--- src/rtl/hvs_pkg.sv ---
package hvs_pkg;

   localparam int NUM_PHASE = 5;
   localparam int PH_W      = 3;

   typedef enum logic [1:0] {
      OWN_NONE = 2'd0,
      OWN_HI   = 2'd1,
      OWN_LO   = 2'd2
   } own_e;

   typedef enum logic [1:0] {
      MD_IDLE = 2'd0,
      MD_RUN  = 2'd1,
      MD_GAP  = 2'd2
   } mode_e;

   // Which switch a given interval turns on; the order is the conversion order.
   function automatic own_e phase_owner(input logic [PH_W-1:0] idx);
      case (idx)
         3'd0:    return OWN_LO;   // charge inductor
         3'd1:    return OWN_HI;   // dump to capacitor
         3'd3:    return OWN_HI;   // recover into inductor
         3'd4:    return OWN_LO;   // return to reservoir
         default: return OWN_NONE; // plate-motion wait
      endcase
   endfunction

   function automatic logic needs_gap(input own_e a, input own_e b);
      return (a != OWN_NONE) && (b != OWN_NONE) && (a != b);
   endfunction

endpackage

--- src/rtl/hvs_len_bank.sv ---
module hvs_len_bank
   import hvs_pkg::*;
#(
   parameter int CNT_W    = 16,
   parameter bit SNAPSHOT = 1'b1
) (
   input  logic                               clk_i,
   input  logic                               rst_ni,
   input  logic                               capture_i,
   input  logic [NUM_PHASE-1:0][CNT_W-1:0]    len_i,
   output logic [NUM_PHASE-1:0][CNT_W-1:0]    len_o
);

   generate
      if (SNAPSHOT) begin : g_snap
         logic [NUM_PHASE-1:0][CNT_W-1:0] held_q;
         for (genvar p = 0; p < NUM_PHASE; p++) begin : g_slot
            always_ff @(posedge clk_i) begin
               if (!rst_ni)        held_q[p] <= '0;
               else if (capture_i) held_q[p] <= len_i[p];
            end
         end
         assign len_o = held_q;
      end else begin : g_live
         logic unused_ctl;
         assign unused_ctl = clk_i ^ rst_ni ^ capture_i;
         assign len_o = len_i;
      end
   endgenerate

endmodule

--- src/rtl/hvs_seq_ctrl.sv ---
module hvs_seq_ctrl
   import hvs_pkg::*;
#(
   parameter int CNT_W  = 16,
   parameter int DEAD_W = 3
) (
   input  logic                            clk_i,
   input  logic                            rst_ni,
   input  logic                            start_i,
   input  logic [NUM_PHASE-1:0][CNT_W-1:0] len_live_i,
   input  logic [NUM_PHASE-1:0][CNT_W-1:0] len_held_i,
   input  logic [DEAD_W-1:0]               dead_i,
   output logic                            capture_o,
   output mode_e                           mode_o,
   output logic [PH_W-1:0]                 phase_o,
   output logic                            done_o
);

   mode_e                           mode_q, mode_d;
   logic [PH_W-1:0]                 ph_q, ph_d, pend_q, pend_d;
   logic [CNT_W-1:0]                cnt_q, cnt_d;
   logic                            done_q, done_d;
   logic [NUM_PHASE-1:0][CNT_W-1:0] lens;
   logic [PH_W:0]                   srch_from;
   logic                            found;
   logic [PH_W-1:0]                 nxt;
   logic [DEAD_W-1:0]               dead_eff;

   assign lens      = (mode_q == MD_IDLE) ? len_live_i : len_held_i;
   assign capture_o = (mode_q == MD_IDLE) && start_i;
   assign dead_eff  = (dead_i == '0) ? DEAD_W'(1) : dead_i;

   // First nonzero interval at or after the search start.
   always_comb begin
      srch_from = (mode_q == MD_IDLE) ? '0 : ({1'b0, ph_q} + 1'b1);
      found     = 1'b0;
      nxt       = '0;
      for (int j = NUM_PHASE - 1; j >= 0; j--) begin
         if ((j >= int'(srch_from)) && (lens[j] != '0)) begin
            found = 1'b1;
            nxt   = PH_W'(j);
         end
      end
   end

   always_comb begin
      mode_d = mode_q;
      ph_d   = ph_q;
      pend_d = pend_q;
      cnt_d  = cnt_q;
      done_d = 1'b0;
      case (mode_q)
         MD_IDLE: begin
            if (start_i) begin
               if (found) begin
                  mode_d = MD_RUN;
                  ph_d   = nxt;
                  cnt_d  = lens[nxt] - 1'b1;
               end else begin
                  done_d = 1'b1;
               end
            end
         end
         MD_RUN: begin
            if (cnt_q != '0) begin
               cnt_d = cnt_q - 1'b1;
            end else if (!found) begin
               mode_d = MD_IDLE;
               done_d = 1'b1;
            end else if (needs_gap(phase_owner(ph_q), phase_owner(nxt))) begin
               mode_d = MD_GAP;
               pend_d = nxt;
               cnt_d  = CNT_W'(dead_eff) - 1'b1;
            end else begin
               ph_d  = nxt;
               cnt_d = lens[nxt] - 1'b1;
            end
         end
         MD_GAP: begin
            if (cnt_q != '0) begin
               cnt_d = cnt_q - 1'b1;
            end else begin
               mode_d = MD_RUN;
               ph_d   = pend_q;
               cnt_d  = lens[pend_q] - 1'b1;
            end
         end
         default: mode_d = MD_IDLE;
      endcase
   end

   always_ff @(posedge clk_i) begin
      if (!rst_ni) begin
         mode_q <= MD_IDLE;
         ph_q   <= '0;
         pend_q <= '0;
         cnt_q  <= '0;
         done_q <= 1'b0;
      end else begin
         mode_q <= mode_d;
         ph_q   <= ph_d;
         pend_q <= pend_d;
         cnt_q  <= cnt_d;
         done_q <= done_d;
      end
   end

   assign mode_o  = mode_q;
   assign phase_o = ph_q;
   assign done_o  = done_q;

   AST_DONE_ONE_CYCLE: assert property (@(posedge clk_i) disable iff (!rst_ni)
      done_q |=> !done_q);
   AST_DONE_WHEN_IDLE: assert property (@(posedge clk_i) disable iff (!rst_ni)
      done_q |-> (mode_q == MD_IDLE));
   AST_BUSY_IGNORES_START: assert property (@(posedge clk_i) disable iff (!rst_ni)
      ((mode_q == MD_GAP) && start_i) |=> (mode_q == MD_RUN) || (mode_q == MD_GAP));

endmodule

--- src/rtl/hvs_gate_out.sv ---
module hvs_gate_out
   import hvs_pkg::*;
(
   input  logic            clk_i,
   input  logic            rst_ni,
   input  mode_e           mode_i,
   input  logic [PH_W-1:0] phase_i,
   output logic            sw_hi_o,
   output logic            sw_lo_o,
   output logic            busy_o
);

   own_e own;

   assign own     = phase_owner(phase_i);
   assign sw_hi_o = (mode_i == MD_RUN) && (own == OWN_HI);
   assign sw_lo_o = (mode_i == MD_RUN) && (own == OWN_LO);
   assign busy_o  = (mode_i != MD_IDLE);

   AST_NO_OVERLAP: assert property (@(posedge clk_i) disable iff (!rst_ni)
      !(sw_hi_o && sw_lo_o));
   AST_LO_AFTER_GAP: assert property (@(posedge clk_i) disable iff (!rst_ni)
      $rose(sw_lo_o) |-> !$past(sw_hi_o));
   AST_HI_AFTER_GAP: assert property (@(posedge clk_i) disable iff (!rst_ni)
      $rose(sw_hi_o) |-> !$past(sw_lo_o));
   AST_IDLE_OFF: assert property (@(posedge clk_i) disable iff (!rst_ni)
      !busy_o |-> (!sw_hi_o && !sw_lo_o));

endmodule

--- src/rtl/hvs_phase_seq.sv ---
module hvs_phase_seq
   import hvs_pkg::*;
#(
   parameter int CNT_W    = 16,
   parameter int DEAD_W   = 3,
   parameter bit SNAPSHOT = 1'b1
) (
   input  logic              clk_i,
   input  logic              rst_ni,
   input  logic              start_i,
   input  logic [CNT_W-1:0]  len_charge_i,
   input  logic [CNT_W-1:0]  len_dump_i,
   input  logic [CNT_W-1:0]  len_wait_i,
   input  logic [CNT_W-1:0]  len_recover_i,
   input  logic [CNT_W-1:0]  len_return_i,
   input  logic [DEAD_W-1:0] dead_i,
   output logic              sw_hi_o,
   output logic              sw_lo_o,
   output logic              busy_o,
   output logic              done_o
);

   generate
      if (CNT_W < 2) begin : g_bad_cnt
         $error("hvs_phase_seq: CNT_W must be at least 2");
      end
      if ((DEAD_W < 1) || (DEAD_W > CNT_W)) begin : g_bad_dead
         $error("hvs_phase_seq: DEAD_W must lie in 1..CNT_W");
      end
   endgenerate

   logic [NUM_PHASE-1:0][CNT_W-1:0] len_live, len_held;
   logic                            capture;
   mode_e                           mode;
   logic [PH_W-1:0]                 phase;

   assign len_live = {len_return_i, len_recover_i, len_wait_i, len_dump_i, len_charge_i};

   hvs_len_bank #(.CNT_W(CNT_W), .SNAPSHOT(SNAPSHOT)) u_bank (
      .clk_i     (clk_i),
      .rst_ni    (rst_ni),
      .capture_i (capture),
      .len_i     (len_live),
      .len_o     (len_held)
   );

   hvs_seq_ctrl #(.CNT_W(CNT_W), .DEAD_W(DEAD_W)) u_ctrl (
      .clk_i      (clk_i),
      .rst_ni     (rst_ni),
      .start_i    (start_i),
      .len_live_i (len_live),
      .len_held_i (len_held),
      .dead_i     (dead_i),
      .capture_o  (capture),
      .mode_o     (mode),
      .phase_o    (phase),
      .done_o     (done_o)
   );

   hvs_gate_out u_gate (
      .clk_i   (clk_i),
      .rst_ni  (rst_ni),
      .mode_i  (mode),
      .phase_i (phase),
      .sw_hi_o (sw_hi_o),
      .sw_lo_o (sw_lo_o),
      .busy_o  (busy_o)
   );

endmodule

--- config.mk ---
export PLATFORM = sky130hd
export DESIGN_NAME = hvs_phase_seq
export DESIGN_NICKNAME = d
export VERILOG_FILES = /design/src/rtl/hvs_pkg.sv /design/src/rtl/hvs_len_bank.sv /design/src/rtl/hvs_seq_ctrl.sv /design/src/rtl/hvs_gate_out.sv /design/src/rtl/hvs_phase_seq.sv
export SDC_FILE = /design/constraint.sdc
export NUM_CORES = 1
export LEC_CHECK = 0
export CAP_MARGIN = 40
export CORE_ASPECT_RATIO = 0.6
export CORE_MARGIN = 1.5
export CORE_UTILIZATION = 60
export DETAILED_ROUTE_END_ITERATION = 12
export PLACE_DENSITY = 0.88
export SYNTH_ARGS = -nofsm -noshare
export SYNTH_HDL_FRONTEND = slang
export SYNTH_SLANG_ARGS = --single-unit
--- constraint.sdc ---
create_clock -name clk_i -period 11.51 [get_ports clk_i]
set_input_delay 1.151 -clock clk_i [delete_from_list [all_inputs] [get_ports clk_i]]
set_output_delay 1.151 -clock clk_i [all_outputs]
set_load 0.02 [all_outputs]
==> results of run 1 <==
-- worst min-delay path by stage --
stage,startpoint,to,slack (ns),cells past startpoint
after floorplan,u_bank.len_o[78],u_bank.len_o[78],0.44,2
after global placement,u_bank.len_o[41],u_bank.len_o[41],0.47,2
after detailed placement,u_bank.len_o[53],u_bank.len_o[53],0.48,2
after CTS,u_bank.len_o[53],u_bank.len_o[53],0.49,2
after global routing,u_bank.len_o[26],u_bank.len_o[26],0.51,2
final,u_bank.len_o[53],u_bank.len_o[53],0.49,2
-- cells in the final DEF, fill, tap and decap left out, types with 6 or more instances in the layout --
cell type and count:
sky130_fd_sc_hd__nor2b_1 14, sky130_fd_sc_hd__mux2_2 43, sky130_fd_sc_hd__a21boi_0 84, sky130_fd_sc_hd__or3_1 6, sky130_fd_sc_hd__nor4_1 25, sky130_fd_sc_hd__and2_1 6
sky130_fd_sc_hd__xnor2_1 20, sky130_fd_sc_hd__a211oi_1 11, sky130_fd_sc_hd__o21ai_0 39, sky130_fd_sc_hd__nand3_1 16, sky130_fd_sc_hd__dfxtp_1 105, sky130_fd_sc_hd__buf_4 13
sky130_fd_sc_hd__a32oi_1 9, sky130_fd_sc_hd__clkdlybuf4s50_1 88, sky130_fd_sc_hd__nor3_1 31, sky130_fd_sc_hd__nand4_1 21, sky130_fd_sc_hd__a31oi_1 6, sky130_fd_sc_hd__nand2_1 215
sky130_fd_sc_hd__mux4_2 16, sky130_fd_sc_hd__nor2_1 89, sky130_fd_sc_hd__a21oi_1 48, sky130_fd_sc_hd__o211ai_1 9, sky130_fd_sc_hd__clkbuf_16 9, sky130_fd_sc_hd__o32ai_1 8
sky130_fd_sc_hd__inv_1 26, sky130_fd_sc_hd__ha_1 12, sky130_fd_sc_hd__xor2_1 16, sky130_fd_sc_hd__and3_1 9, sky130_fd_sc_hd__mux2i_1 38, sky130_fd_sc_hd__a22oi_1 13
-- state kept, by name (all words and copies together), names as in the netlist --
signal,count
u_bank.len_o,80
u_ctrl.cnt_q,16
u_ctrl.done_o,1
u_ctrl.mode_o,2
u_ctrl.pend_q,3
u_ctrl.phase_o,3
-- area by class of cell --
class | instances | area [um2] | area share
flip-flops and latches | 105 | 2102 | 0.2101
clock inverters | 6 | 50.05 | 0.005002
diodes | 1 | 2.502 | 0.0002501
clock buffers | 10 | 239.0 | 0.02389
well taps | 198 | 247.7 | 0.02476
inverters | 28 | 105.1 | 0.01051
repair buffers | 106 | 1018 | 0.1018
multi-input cells | 925 | 6240 | 0.6237
-- layer usage --
| metal | GRT usage | vias up |
|---|---|---|
| li1 | - | 4244 |
| met1 | 0.6034 | 4439 |
| met2 | 0.5459 | 718 |
| met3 | 0.1608 | 58 |
| met4 | 0.08999 | 0 |
| met5 | 0 | - |
-- stage by stage --
stage | cell area [um2] | hold WS [ns] | worst slack (ns)
global route | 10000 | 0.5057 | 5.508
CTS | 9997 | 0.4875 | 5.981
finish | 10000 | 0.4867 | 5.823
detailed placement | 9708 | 0.4772 | 6.003
floorplan | 8796 | 0.4428 | 7.341
global placement | 9671 | 0.4656 | 6.033
-- power groups by stage --
stage | clock network [mW] | registers, mW | logic, mW
final | 0.317 | 0.517 | 1.91
after global routing | 0.327 | 0.527 | 2.02
after CTS | 0.314 | 0.514 | 1.82
after detailed placement | 0 | 0.522 | 1.81
after global placement | 0 | 0.518 | 1.79
after floorplan | 0 | 0.497 | 1.37
-- worst max-delay path, cell delays in order (launching register included) --
cell and delay, ns:
sky130_fd_sc_hd__dfxtp_1 0.35, sky130_fd_sc_hd__inv_1 0.15, sky130_fd_sc_hd__ha_4 0.62, sky130_fd_sc_hd__buf_4 0.83
sky130_fd_sc_hd__nor2b_1 0.26, sky130_fd_sc_hd__nand4_1 0.11, sky130_fd_sc_hd__a21oi_1 0.37, sky130_fd_sc_hd__or3_1 0.58
sky130_fd_sc_hd__mux2i_1 0.18, sky130_fd_sc_hd__a311oi_1 0.65, sky130_fd_sc_hd__o211ai_1 0.35, sky130_fd_sc_hd__nand4bb_1 0.42
sky130_fd_sc_hd__or3_1 0.43, sky130_fd_sc_hd__nand3_1 0.11, sky130_fd_sc_hd__a31oi_1 0.08
-- cell families (layout without fill, tap and decap cells) --
logic type	Yosys count	count (layout)	share of synthesized area
and+or+nand+nor	472	472	0.2590
AOI/OAI and AO/OA	307	307	0.2542
DFF	105	105	0.2390
buffers and inverters	101	150	0.05420
muxes	97	97	0.1393
xor gates and xnor gates	36	36	0.03585
adders and majority gates	13	13	0.01849
other	0	1	0
==> run_summary.xml, run 1 <==
<?xml version="1.0" encoding="UTF-8"?>
<metrics>
  <group name="detailed_routing">
    <metric name="via_count" unit="">9459</metric>
    <metric name="routed-wl-met3" unit="mm">5.123</metric>
    <metric name="iteration_0_drc_count_of_the_detailed_router" unit="">1581</metric>
    <metric name="routed_wirelength" unit="mm">32.04</metric>
    <metric name="post-route-drc-count" unit="">0</metric>
    <metric name="vias_per_cell" unit="">6.859</metric>
    <metric name="final_antenna_net_count" unit="">0</metric>
    <metric name="routedLengthMet1" unit="mm">13.84</metric>
    <metric name="wl_per_cell" unit="um">23.23</metric>
    <metric name="drt_pass1_iterations" unit="">6</metric>
    <metric name="wl_met2" unit="mm">12.41</metric>
    <metric name="highest_layer_used_for_signal_routing" unit="">met4</metric>
  </group>
  <group name="global_route">
    <metric name="grt_pass1_vias" unit="">8561</metric>
    <metric name="pin_count_of_the_biggest_net_entering_global_routing" unit="">105</metric>
    <metric name="grt_first_pass_wirelength" unit="mm">49.06</metric>
    <metric name="overflow" unit="">0</metric>
    <metric name="grt_use_total" unit="">0.4075</metric>
    <metric name="grt_antenna_before_repair" unit="">2</metric>
  </group>
  <group name="power_and_ir_drop">
    <metric name="net_switching_fraction_of_the_power" unit="">0.5274</metric>
    <metric name="worst_ir_drop_vdd" unit="mV">0.1813</metric>
    <metric name="switchingPower" unit="mW">1.448</metric>
    <metric name="power_frac_clock" unit="">0.115</metric>
    <metric name="p_per_area" unit="nW/um2">274.5</metric>
    <metric name="p_int" unit="mW">1.298</metric>
    <metric name="p_leak" unit="nW">3.725</metric>
    <metric name="finalPower" unit="mW">2.746</metric>
    <metric name="seqPwrFrac" unit="">0.188</metric>
    <metric name="comb_power_share" unit="">0.696</metric>
  </group>
  <group name="critical_path">
    <metric name="crit_path_end_kind" unit="">flop</metric>
    <metric name="cp.required" unit="ns">11.71</metric>
    <metric name="critical_path.reg2reg.startpoint" unit="">u_ctrl.mode_o[0]</metric>
    <metric name="r2r_slack" unit="ns">5.82</metric>
    <metric name="crit_start" unit="">u_ctrl.mode_o[0]</metric>
    <metric name="crit_type" unit="">reg2reg</metric>
    <metric name="critPathLaunchType" unit="">flop</metric>
    <metric name="ff2ff_path_depth" unit="">14</metric>
    <metric name="critical_path.reg2reg.endpoint" unit="">u_ctrl.cnt_q[11]</metric>
    <metric name="worst_setup_path_endpoint" unit="">u_ctrl.cnt_q[11]</metric>
    <metric name="worst-path-max-fanout" unit="">67</metric>
    <metric name="cp.arrival" unit="ns">5.89</metric>
  </group>
  <group name="clock_tree">
    <metric name="worst_setup_hold_path_clk_slew" unit="ns">0.08</metric>
    <metric name="cts_hold_buffers" unit="">0</metric>
    <metric name="worst_skew_pair.late_latency" unit="ns">0.36</metric>
    <metric name="clock_tree.root_cell" unit="">sky130_fd_sc_hd__clkbuf_16</metric>
    <metric name="cts_setup_buffers" unit="">0</metric>
    <metric name="cts_htree_levels" unit="">3</metric>
    <metric name="clock-sinks" unit="">105</metric>
    <metric name="numCtsBuffers" unit="">9</metric>
    <metric name="cts_repair_resizes" unit="">0</metric>
    <metric name="cts.path.max_buffers" unit="">2</metric>
    <metric name="tritoncts_clock_tree" unit="">built</metric>
  </group>
  <group name="logic_synthesis">
    <metric name="post_synth_inst_count" unit="">1131</metric>
    <metric name="synth_sequential_area_ratio" unit="">0.2390</metric>
    <metric name="flip_flop_and_latch_count_after_synthesis" unit="">105</metric>
    <metric name="synth.distinct_cells" unit="">94</metric>
    <metric name="synthFlopType" unit="">sky130_fd_sc_hd__dfxtp_1</metric>
    <metric name="netlist_top_cells_area" unit="">sky130_fd_sc_hd__dfxtp_1 (24%), sky130_fd_sc_hd__nand2_1 (9.2%), sky130_fd_sc_hd__a21boi_0 (7.2%), sky130_fd_sc_hd__mux2_2 (5.5%), sky130_fd_sc_hd__mux2i_1 (4.3%)</metric>
    <metric name="share_of_synthesized_flip_flops_with_an_asynchronous_set_or_reset" unit="">0</metric>
    <metric name="synth_edf_count" unit="">0</metric>
    <metric name="synth_commonest_cells" unit="">sky130_fd_sc_hd__nand2_1 (216), sky130_fd_sc_hd__dfxtp_1 (105), sky130_fd_sc_hd__nor2_1 (90)</metric>
    <metric name="yosysMostFrequentCell" unit="">sky130_fd_sc_hd__nand2_1</metric>
    <metric name="synth_fp_nets" unit="">1230</metric>
    <metric name="yosysTopAreaCellShare" unit="">0.2390</metric>
    <metric name="yosysTopAreaCell" unit="">sky130_fd_sc_hd__dfxtp_1</metric>
    <metric name="yosysWarningCount" unit="">0</metric>
    <metric name="cell_area_after_technology_mapping" unit="um2">8796</metric>
    <metric name="synth.avg_cell_area" unit="um2">7.777</metric>
  </group>
  <group name="flow_run">
    <metric name="maxCapViolations" unit="">0</metric>
  </group>
  <group name="floorplanning">
    <metric name="die_width" unit="um">159.3</metric>
    <metric name="design.core.area" unit="um2">14420</metric>
    <metric name="total_die_area" unit="um2">15420</metric>
    <metric name="starting_utilization_of_the_core_area" unit="">0.6099</metric>
    <metric name="chipHeight" unit="um">96.79</metric>
    <metric name="row_count" unit="">34</metric>
    <metric name="ios" unit="">90</metric>
  </group>
  <group name="timing">
    <metric name="rsz0062_at_grt" unit="">false</metric>
    <metric name="fin_worst_skew" unit="ns">0.008739</metric>
    <metric name="slew_at_the_pin_closest_to_its_max_slew_limit" unit="ns">0.9794</metric>
    <metric name="hold_violations" unit="">0</metric>
    <metric name="post-route-period-util" unit="">0.4941</metric>
    <metric name="slew_viol_final" unit="">0</metric>
    <metric name="slew_headroom" unit="">0.3471</metric>
    <metric name="total_negative_setup_slacks" unit="ns">0</metric>
    <metric name="timing.final.setup_violations" unit="">0</metric>
    <metric name="timing.fmax" unit="GHz">0.1758</metric>
    <metric name="timing.final.crit_period" unit="ns">5.687</metric>
  </group>
  <group name="final_layout">
    <metric name="fin_util" unit="">0.6937</metric>
    <metric name="post_route_cells_drive_above_1_share" unit="">0.1051</metric>
    <metric name="area_growth_syn_to_layout" unit="%">13.74</metric>
    <metric name="final_net_count" unit="">1274</metric>
    <metric name="layout.cells.non_filler" unit="">1379</metric>
    <metric name="filler_cell_count" unit="">1210</metric>
  </group>
  <group name="placement">
    <metric name="port_buffers" unit="">89</metric>
    <metric name="routabilityCongestion" unit="">1.069</metric>
    <metric name="dp_cells" unit="">1361</metric>
    <metric name="dp.final_hpwl" unit="mm">24.13</metric>
  </group>
  <group name="hold_path">
    <metric name="worstHoldPathType" unit="">reg2reg</metric>
  </group>
  <group name="outcome">
    <metric name="result_of_the_run" unit="">finished clean</metric>
  </group>
</metrics>
Power figures use the tool's default switching activity.
==> run 2: changes to the inputs <==
--- a/config.mk
+++ b/config.mk
@@ -8,9 +8,9 @@
 export CAP_MARGIN = 40
 export CORE_ASPECT_RATIO = 0.6
 export CORE_MARGIN = 1.5
-export CORE_UTILIZATION = 60
+export CORE_UTILIZATION = 53
 export DETAILED_ROUTE_END_ITERATION = 12
-export PLACE_DENSITY = 0.88
+export PLACE_DENSITY = 0.82
 export SYNTH_ARGS = -nofsm -noshare
 export SYNTH_HDL_FRONTEND = slang
 export SYNTH_SLANG_ARGS = --single-unit
==> constraint.sdc (replaced) <==
create_clock -name clk_i -period 4.9 [get_ports clk_i]
set_input_delay 0.49 -clock clk_i [delete_from_list [all_inputs] [get_ports clk_i]]
set_output_delay 0.49 -clock clk_i [all_outputs]
set_load 0.02 [all_outputs]
==> run_summary.xml, run 2 (same netlist as run 1, synthesis figures left out) <==
<?xml version="1.0" encoding="UTF-8"?>
<metrics>
  <group name="global_route">
    <metric name="pin_count_of_the_biggest_net_entering_global_routing" unit="">81</metric>
    <metric name="grt_antenna_before_repair" unit="">0</metric>
    <metric name="overflow" unit="">0</metric>
    <metric name="grt_pass1_vias" unit="">8334</metric>
    <metric name="grt_first_pass_wirelength" unit="mm">48.00</metric>
    <metric name="grt_use_total" unit="">0.3637</metric>
  </group>
  <group name="timing">
    <metric name="timing.final.crit_period" unit="ns">4.560</metric>
    <metric name="fin_worst_skew" unit="ns">0.01455</metric>
    <metric name="total_negative_setup_slacks" unit="ns">0</metric>
    <metric name="timing.final.setup_violations" unit="">0</metric>
    <metric name="hold_slack" unit="ns">0.4814</metric>
    <metric name="slew_viol_final" unit="">0</metric>
    <metric name="timing.fmax" unit="GHz">0.2193</metric>
    <metric name="post-route-period-util" unit="">0.9306</metric>
    <metric name="slew_headroom" unit="">0.3575</metric>
    <metric name="slew_at_the_pin_closest_to_its_max_slew_limit" unit="ns">0.9607</metric>
    <metric name="hold_violations" unit="">0</metric>
    <metric name="rsz0062_at_grt" unit="">false</metric>
  </group>
  <group name="detailed_routing">
    <metric name="vias_per_cell" unit="">6.704</metric>
    <metric name="drt_pass1_iterations" unit="">8</metric>
    <metric name="via_count" unit="">9432</metric>
    <metric name="final_antenna_net_count" unit="">0</metric>
    <metric name="wl_per_cell" unit="um">22.55</metric>
    <metric name="iteration_0_drc_count_of_the_detailed_router" unit="">1451</metric>
    <metric name="routed_wirelength" unit="mm">31.72</metric>
    <metric name="post-route-drc-count" unit="">0</metric>
  </group>
  <group name="clock_tree">
    <metric name="worst_skew_pair.late_latency" unit="ns">0.37</metric>
    <metric name="cts_repair_resizes" unit="">0</metric>
    <metric name="cts_setup_buffers" unit="">0</metric>
    <metric name="cts_hold_buffers" unit="">0</metric>
    <metric name="worst_setup_hold_path_clk_slew" unit="ns">0.08</metric>
    <metric name="numCtsBuffers" unit="">9</metric>
    <metric name="clock_tree.root_cell" unit="">sky130_fd_sc_hd__clkbuf_16</metric>
    <metric name="clock-sinks" unit="">105</metric>
    <metric name="cts.path.max_buffers" unit="">2</metric>
    <metric name="tritoncts_clock_tree" unit="">built</metric>
    <metric name="cts_htree_levels" unit="">3</metric>
  </group>
  <group name="critical_path">
    <metric name="critical_path.reg2reg.endpoint" unit="">u_ctrl.cnt_q[10]</metric>
    <metric name="crit_path_end_kind" unit="">flop</metric>
    <metric name="slowest_delay" unit="ns">0.48</metric>
    <metric name="worst-path-max-fanout" unit="">43</metric>
    <metric name="crit_path_frequent_cell" unit="">sky130_fd_sc_hd__or2_2</metric>
    <metric name="crit_chain" unit="">inv_1 -&gt; ha_4 -&gt; buf_12 -&gt; nor2b_1 -&gt; o22ai_2 -&gt; a31oi_1 -&gt; or2_2 -&gt; o41ai_1 -&gt; a21boi_0 -&gt; or2_2 -&gt; ha_1 -&gt; nand4_4 -&gt; o21ai_0 -&gt; or3_1 -&gt; a41o_1</metric>
    <metric name="r2r_slack" unit="ns">0.34</metric>
    <metric name="crit_type" unit="">reg2reg</metric>
    <metric name="ff2ff_path_depth" unit="">15</metric>
    <metric name="critPathLaunchType" unit="">flop</metric>
    <metric name="critical_path.reg2reg.startpoint" unit="">u_ctrl.mode_o[0]</metric>
    <metric name="crit_path_top_delay_cell" unit="">sky130_fd_sc_hd__o41ai_1</metric>
    <metric name="cp.required" unit="ns">5.16</metric>
    <metric name="cp.arrival" unit="ns">4.82</metric>
  </group>
  <group name="final_layout">
    <metric name="area_growth_syn_to_layout" unit="%">15.86</metric>
    <metric name="final_net_count" unit="">1292</metric>
    <metric name="diodes" unit="">0</metric>
    <metric name="postLayoutCellArea" unit="um2">10190</metric>
    <metric name="layout.cells.most_common_list" unit="">sky130_fd_sc_hd__nand2_1 (215), sky130_fd_sc_hd__dfxtp_1 (105), sky130_fd_sc_hd__nor2_1 (89)</metric>
    <metric name="most_common_cell_after_layout_fill_and_taps_aside" unit="">sky130_fd_sc_hd__nand2_1</metric>
    <metric name="largest_register_ffs" unit="">80</metric>
    <metric name="post_route_cells_drive_above_1_share" unit="">0.1185</metric>
  </group>
  <group name="power_and_ir_drop">
    <metric name="p_per_area" unit="nW/um2">645.3</metric>
    <metric name="p_leak" unit="nW">3.823</metric>
    <metric name="worst_ir_drop_vdd" unit="mV">0.4631</metric>
  </group>
  <group name="floorplanning">
    <metric name="design.core.area" unit="um2">16220</metric>
    <metric name="chipHeight" unit="um">102.8</metric>
    <metric name="starting_utilization_of_the_core_area" unit="">0.5424</metric>
    <metric name="die_width" unit="um">169.3</metric>
    <metric name="ios" unit="">90</metric>
    <metric name="row_count" unit="">36</metric>
    <metric name="total_die_area" unit="um2">17400</metric>
  </group>
  <group name="placement">
    <metric name="dpl_cell_area" unit="um2">9892</metric>
    <metric name="port_buffers" unit="">89</metric>
    <metric name="dp.final_hpwl" unit="mm">24.35</metric>
    <metric name="routabilityCongestion" unit="">1.064</metric>
  </group>
  <group name="flow_run">
    <metric name="maxCapViolations" unit="">0</metric>
  </group>
  <group name="hold_path">
    <metric name="hold-path-cell-count" unit="">2</metric>
    <metric name="min_from" unit="">u_bank.len_o[73]</metric>
    <metric name="hold_end" unit="">u_bank.len_o[73]</metric>
    <metric name="worstHoldPathType" unit="">reg2reg</metric>
  </group>
  <group name="outcome">
    <metric name="result_of_the_run" unit="">finished clean</metric>
  </group>
</metrics>
==> run 2: cell types whose count changed in the layout (fill, tap and decap cells not counted), sizes merged <==
cell	previous run	this run
buf	17	36
clkbuf	10	11
clkdlybuf4s18	1	0
clkinv	4	2
clkinvlp	1	2
diode	1	0
==> run 2: cell type report <==
cell class	count	area, um2
clock buffer	11	252.7
clock inverter	5	46.29
fill	1453	6025
inverter	28	105.1
multi-input combinational	925	6240
sequential	105	2102
tap	209	261.5
timing repair buffer	124	1184
==> run 2: where the power goes <==
part | switching, mW | internal [mW]
sequential | 0.172 | 1.03
combinational | 2.86 | 1.75
clock | 0.377 | 0.383
==> run 2: critical path, delay by kind of cell (launching register included) <==
kind	cells	cell delay, ns
AOI/OAI and AO/OA	6	1.57
adders and majority gates	2	0.64
buffers and inverters	2	0.47
DFF	1	0.36
and+or+nand+nor	5	1.39
==> run 2: worst max path at each step <==
| stage | to | start | cells after the start |
|---|---|---|---|
| after floorplan | u_ctrl.cnt_q[10] | u_ctrl.mode_o[0] | 17 |
| after global placement | u_ctrl.cnt_q[10] | len_wait_i[15] | 13 |
| after detailed placement | u_ctrl.cnt_q[10] | len_wait_i[15] | 13 |
| after CTS | u_ctrl.cnt_q[10] | u_ctrl.mode_o[0] | 15 |
| after global routing | u_ctrl.cnt_q[10] | u_ctrl.mode_o[0] | 15 |
| final | u_ctrl.cnt_q[10] | u_ctrl.mode_o[0] | 15 |
==> run 2: metal layers <==
layer  part of all wire  wire, um  global-route usage  vias up
met3               0.15      4906              0.1424       75
met5                  0         0                   0        -
met1               0.44     14040              0.5330     4424
met2               0.38     12210              0.4960      649
li1                   -         -                   -     4284
met4              0.018       566             0.07352        0
==> run 2: through the flow <==
stage	utilization	setup WS [ns]	power [mW]	cells
after floorplan	-	1.058	4.379	1131
after global placement	0.6085	0.4415	5.563	1389
after detailed placement	0.6100	0.4874	5.600	1391
after CTS	0.6285	0.4548	6.373	1407
after global routing	0.6285	0.1261	6.898	1407
final	0.6285	0.3402	6.576	1407
==> run 3: changes to the inputs <==
--- a/config.mk
+++ b/config.mk
@@ -7,7 +7,6 @@
 export LEC_CHECK = 0
 export CAP_MARGIN = 40
 export CORE_ASPECT_RATIO = 0.6
-export CORE_MARGIN = 1.5
 export CORE_UTILIZATION = 53
 export DETAILED_ROUTE_END_ITERATION = 12
 export PLACE_DENSITY = 0.82
==> run_summary.xml, run 3 (same netlist as run 1, synthesis figures left out) <==
<?xml version="1.0" encoding="UTF-8"?>
<metrics>
  <group name="outcome">
    <metric name="result_of_the_run" unit="">finished clean</metric>
  </group>
  <group name="clock_tree">
    <metric name="numCtsBuffers" unit="">9</metric>
    <metric name="worst_skew_pair.late_latency" unit="ns">0.37</metric>
    <metric name="clock-sinks" unit="">105</metric>
    <metric name="cts_htree_levels" unit="">3</metric>
    <metric name="cts_setup_buffers" unit="">0</metric>
    <metric name="clock_tree.root_cell" unit="">sky130_fd_sc_hd__clkbuf_16</metric>
    <metric name="tritoncts_clock_tree" unit="">built</metric>
    <metric name="worst_setup_hold_path_clk_slew" unit="ns">0.07</metric>
    <metric name="cts.path.max_buffers" unit="">2</metric>
  </group>
  <group name="power_and_ir_drop">
    <metric name="finalPower" unit="mW">6.767</metric>
    <metric name="p_leak" unit="nW">3.869</metric>
    <metric name="p_per_area" unit="nW/um2">658.9</metric>
    <metric name="worst_ir_drop_vdd" unit="mV">0.3206</metric>
  </group>
  <group name="global_route">
    <metric name="grt_first_pass_wirelength" unit="mm">49.40</metric>
    <metric name="grt_antenna_before_repair" unit="">0</metric>
    <metric name="pin_count_of_the_biggest_net_entering_global_routing" unit="">81</metric>
    <metric name="overflow" unit="">0</metric>
    <metric name="grt_use_total" unit="">0.3794</metric>
    <metric name="grt_pass1_vias" unit="">8438</metric>
  </group>
  <group name="timing">
    <metric name="post-route-period-util" unit="">0.9226</metric>
    <metric name="timing.fmax" unit="GHz">0.2212</metric>
    <metric name="slew_headroom" unit="">0.3660</metric>
    <metric name="fin_worst_skew" unit="ns">0.01253</metric>
    <metric name="slew_at_the_pin_closest_to_its_max_slew_limit" unit="ns">0.9481</metric>
    <metric name="timing.final.crit_period" unit="ns">4.521</metric>
    <metric name="hold_violations" unit="">0</metric>
    <metric name="slew_viol_final" unit="">0</metric>
    <metric name="rsz0062_at_grt" unit="">false</metric>
    <metric name="timing.final.setup_violations" unit="">0</metric>
    <metric name="total_negative_setup_slacks" unit="ns">0</metric>
  </group>
  <group name="final_layout">
    <metric name="fin_util" unit="">0.6333</metric>
    <metric name="final_net_count" unit="">1296</metric>
    <metric name="filler_cell_count" unit="">1412</metric>
    <metric name="largest_register_ffs" unit="">80</metric>
    <metric name="post_route_cells_drive_above_1_share" unit="">0.1200</metric>
    <metric name="diodes" unit="">0</metric>
    <metric name="layout.cells.most_common_list" unit="">sky130_fd_sc_hd__nand2_1 (215), sky130_fd_sc_hd__dfxtp_1 (105), sky130_fd_sc_hd__nor2_1 (89)</metric>
    <metric name="most_common_cell_after_layout_fill_and_taps_aside" unit="">sky130_fd_sc_hd__nand2_1</metric>
    <metric name="area_growth_syn_to_layout" unit="%">16.76</metric>
  </group>
  <group name="hold_path">
    <metric name="min_from" unit="">u_bank.len_o[78]</metric>
    <metric name="hold-path-cell-count" unit="">2</metric>
    <metric name="hold_end" unit="">u_bank.len_o[78]</metric>
    <metric name="worstHoldPathType" unit="">reg2reg</metric>
  </group>
  <group name="critical_path">
    <metric name="critical_path.reg2reg.startpoint" unit="">u_ctrl.mode_o[0]</metric>
    <metric name="cp.arrival" unit="ns">4.78</metric>
    <metric name="critical_path.reg2reg.endpoint" unit="">u_ctrl.cnt_q[10]</metric>
    <metric name="cp.required" unit="ns">5.16</metric>
    <metric name="ff2ff_path_depth" unit="">14</metric>
    <metric name="crit_type" unit="">reg2reg</metric>
    <metric name="critPathLaunchType" unit="">flop</metric>
    <metric name="r2r_slack" unit="ns">0.38</metric>
    <metric name="crit_path_end_kind" unit="">flop</metric>
    <metric name="worst-path-max-fanout" unit="">23</metric>
  </group>
  <group name="detailed_routing">
    <metric name="iteration_0_drc_count_of_the_detailed_router" unit="">1440</metric>
    <metric name="vias_per_cell" unit="">6.756</metric>
    <metric name="via_count" unit="">9519</metric>
    <metric name="drt_pass1_iterations" unit="">6</metric>
    <metric name="wl_per_cell" unit="um">22.99</metric>
    <metric name="routed_wirelength" unit="mm">32.40</metric>
    <metric name="post-route-drc-count" unit="">0</metric>
    <metric name="final_antenna_net_count" unit="">0</metric>
  </group>
  <group name="placement">
    <metric name="dp.final_hpwl" unit="mm">24.64</metric>
    <metric name="port_buffers" unit="">89</metric>
    <metric name="routabilityCongestion" unit="">1.068</metric>
  </group>
  <group name="floorplanning">
    <metric name="die_width" unit="um">168.3</metric>
    <metric name="ios" unit="">90</metric>
    <metric name="chipHeight" unit="um">101.8</metric>
    <metric name="row_count" unit="">36</metric>
    <metric name="starting_utilization_of_the_core_area" unit="">0.5424</metric>
    <metric name="total_die_area" unit="um2">17130</metric>
    <metric name="design.core.area" unit="um2">16220</metric>
  </group>
  <group name="flow_run">
    <metric name="maxCapViolations" unit="">0</metric>
  </group>
</metrics>
-- run 3: cell type report --
class                   instances  area [um2]  share of cell area
multi-input cells             925        6248              0.6084
flip-flops and latches        105        2102              0.2047
repair buffers                128        1199              0.1167
well taps                     209       261.5             0.02546
clock buffers                   9       225.2             0.02193
clock inverters                 5       128.9             0.01255
inverters                      28       105.1             0.01023
-- run 3: worst max path at each step --
stage | endpoint | slack (ns) | startpoint
floorplan | u_ctrl.cnt_q[10] | 1.06 | u_ctrl.mode_o[0]
global placement | u_ctrl.cnt_q[10] | 0.29 | len_wait_i[15]
detailed placement | u_ctrl.cnt_q[10] | 0.25 | len_wait_i[15]
CTS | u_ctrl.cnt_q[10] | 0.39 | u_ctrl.mode_o[0]
global route | u_ctrl.cnt_q[10] | 0.15 | u_ctrl.mode_o[0]
finish | u_ctrl.cnt_q[10] | 0.38 | u_ctrl.mode_o[0]
-- run 3: worst max-delay path, stage by stage, from the launching register on --
cell and delay (ns):
sky130_fd_sc_hd__dfxtp_1 0.35, sky130_fd_sc_hd__inv_1 0.16, sky130_fd_sc_hd__ha_4 0.42, sky130_fd_sc_hd__buf_4 0.33, sky130_fd_sc_hd__mux4_2 0.55, sky130_fd_sc_hd__a22oi_1 0.40, sky130_fd_sc_hd__o32ai_1 0.17, sky130_fd_sc_hd__buf_2 0.20
sky130_fd_sc_hd__nor4_4 0.41, sky130_fd_sc_hd__nor3b_1 0.29, sky130_fd_sc_hd__nand3_1 0.12, sky130_fd_sc_hd__xor2_1 0.22, sky130_fd_sc_hd__o21ai_0 0.17, sky130_fd_sc_hd__or3_1 0.39, sky130_fd_sc_hd__a41o_1 0.23
-- run 3: what timing repair did --
item | CTS | global route
gates resized for setup | 0 | 1
hold buffers | 0 | 0
endpoints found under the setup margin | 0 | 2
hold endpoints to repair | 0 | 0
-- run 3: layer usage --
layer / routed length (um) / track usage / vias up / part of all wire
met3: 4662 / 0.1180 / 40 / 0.14
met5: 0 / 0 / - / 0
li1: - / - / 4288 / -
met4: 428 / 0.06713 / 0 / 0.013
met1: 14540 / 0.5734 / 4541 / 0.45
met2: 12770 / 0.5215 / 650 / 0.39
-- run 3: power by group --
| part | switching (mW) | internal (mW) | total (mW) |
|---|---|---|---|
| Combinational | 2.88 | 1.78 | 4.66 |
| Clock | 0.351 | 0.548 | 0.899 |
| Sequential | 0.174 | 1.03 | 1.21 |
| Total | 3.40 | 3.36 | 6.77 |
-- run 3: metrics by stage --
| stage | instances | hold WS [ns] | area [um2] | setup slack, ns |
|---|---|---|---|---|
| after global routing | 1409 | 0.5062 | 10270 | 0.1540 |
| after CTS | 1409 | 0.4813 | 10260 | 0.3900 |
| after detailed placement | 1395 | 0.4704 | 9907 | 0.2479 |
| final | 1409 | 0.4767 | 10270 | 0.3794 |
| after floorplan | 1131 | 0.4428 | 8796 | 1.058 |
| after global placement | 1392 | 0.4547 | 9889 | 0.2943 |
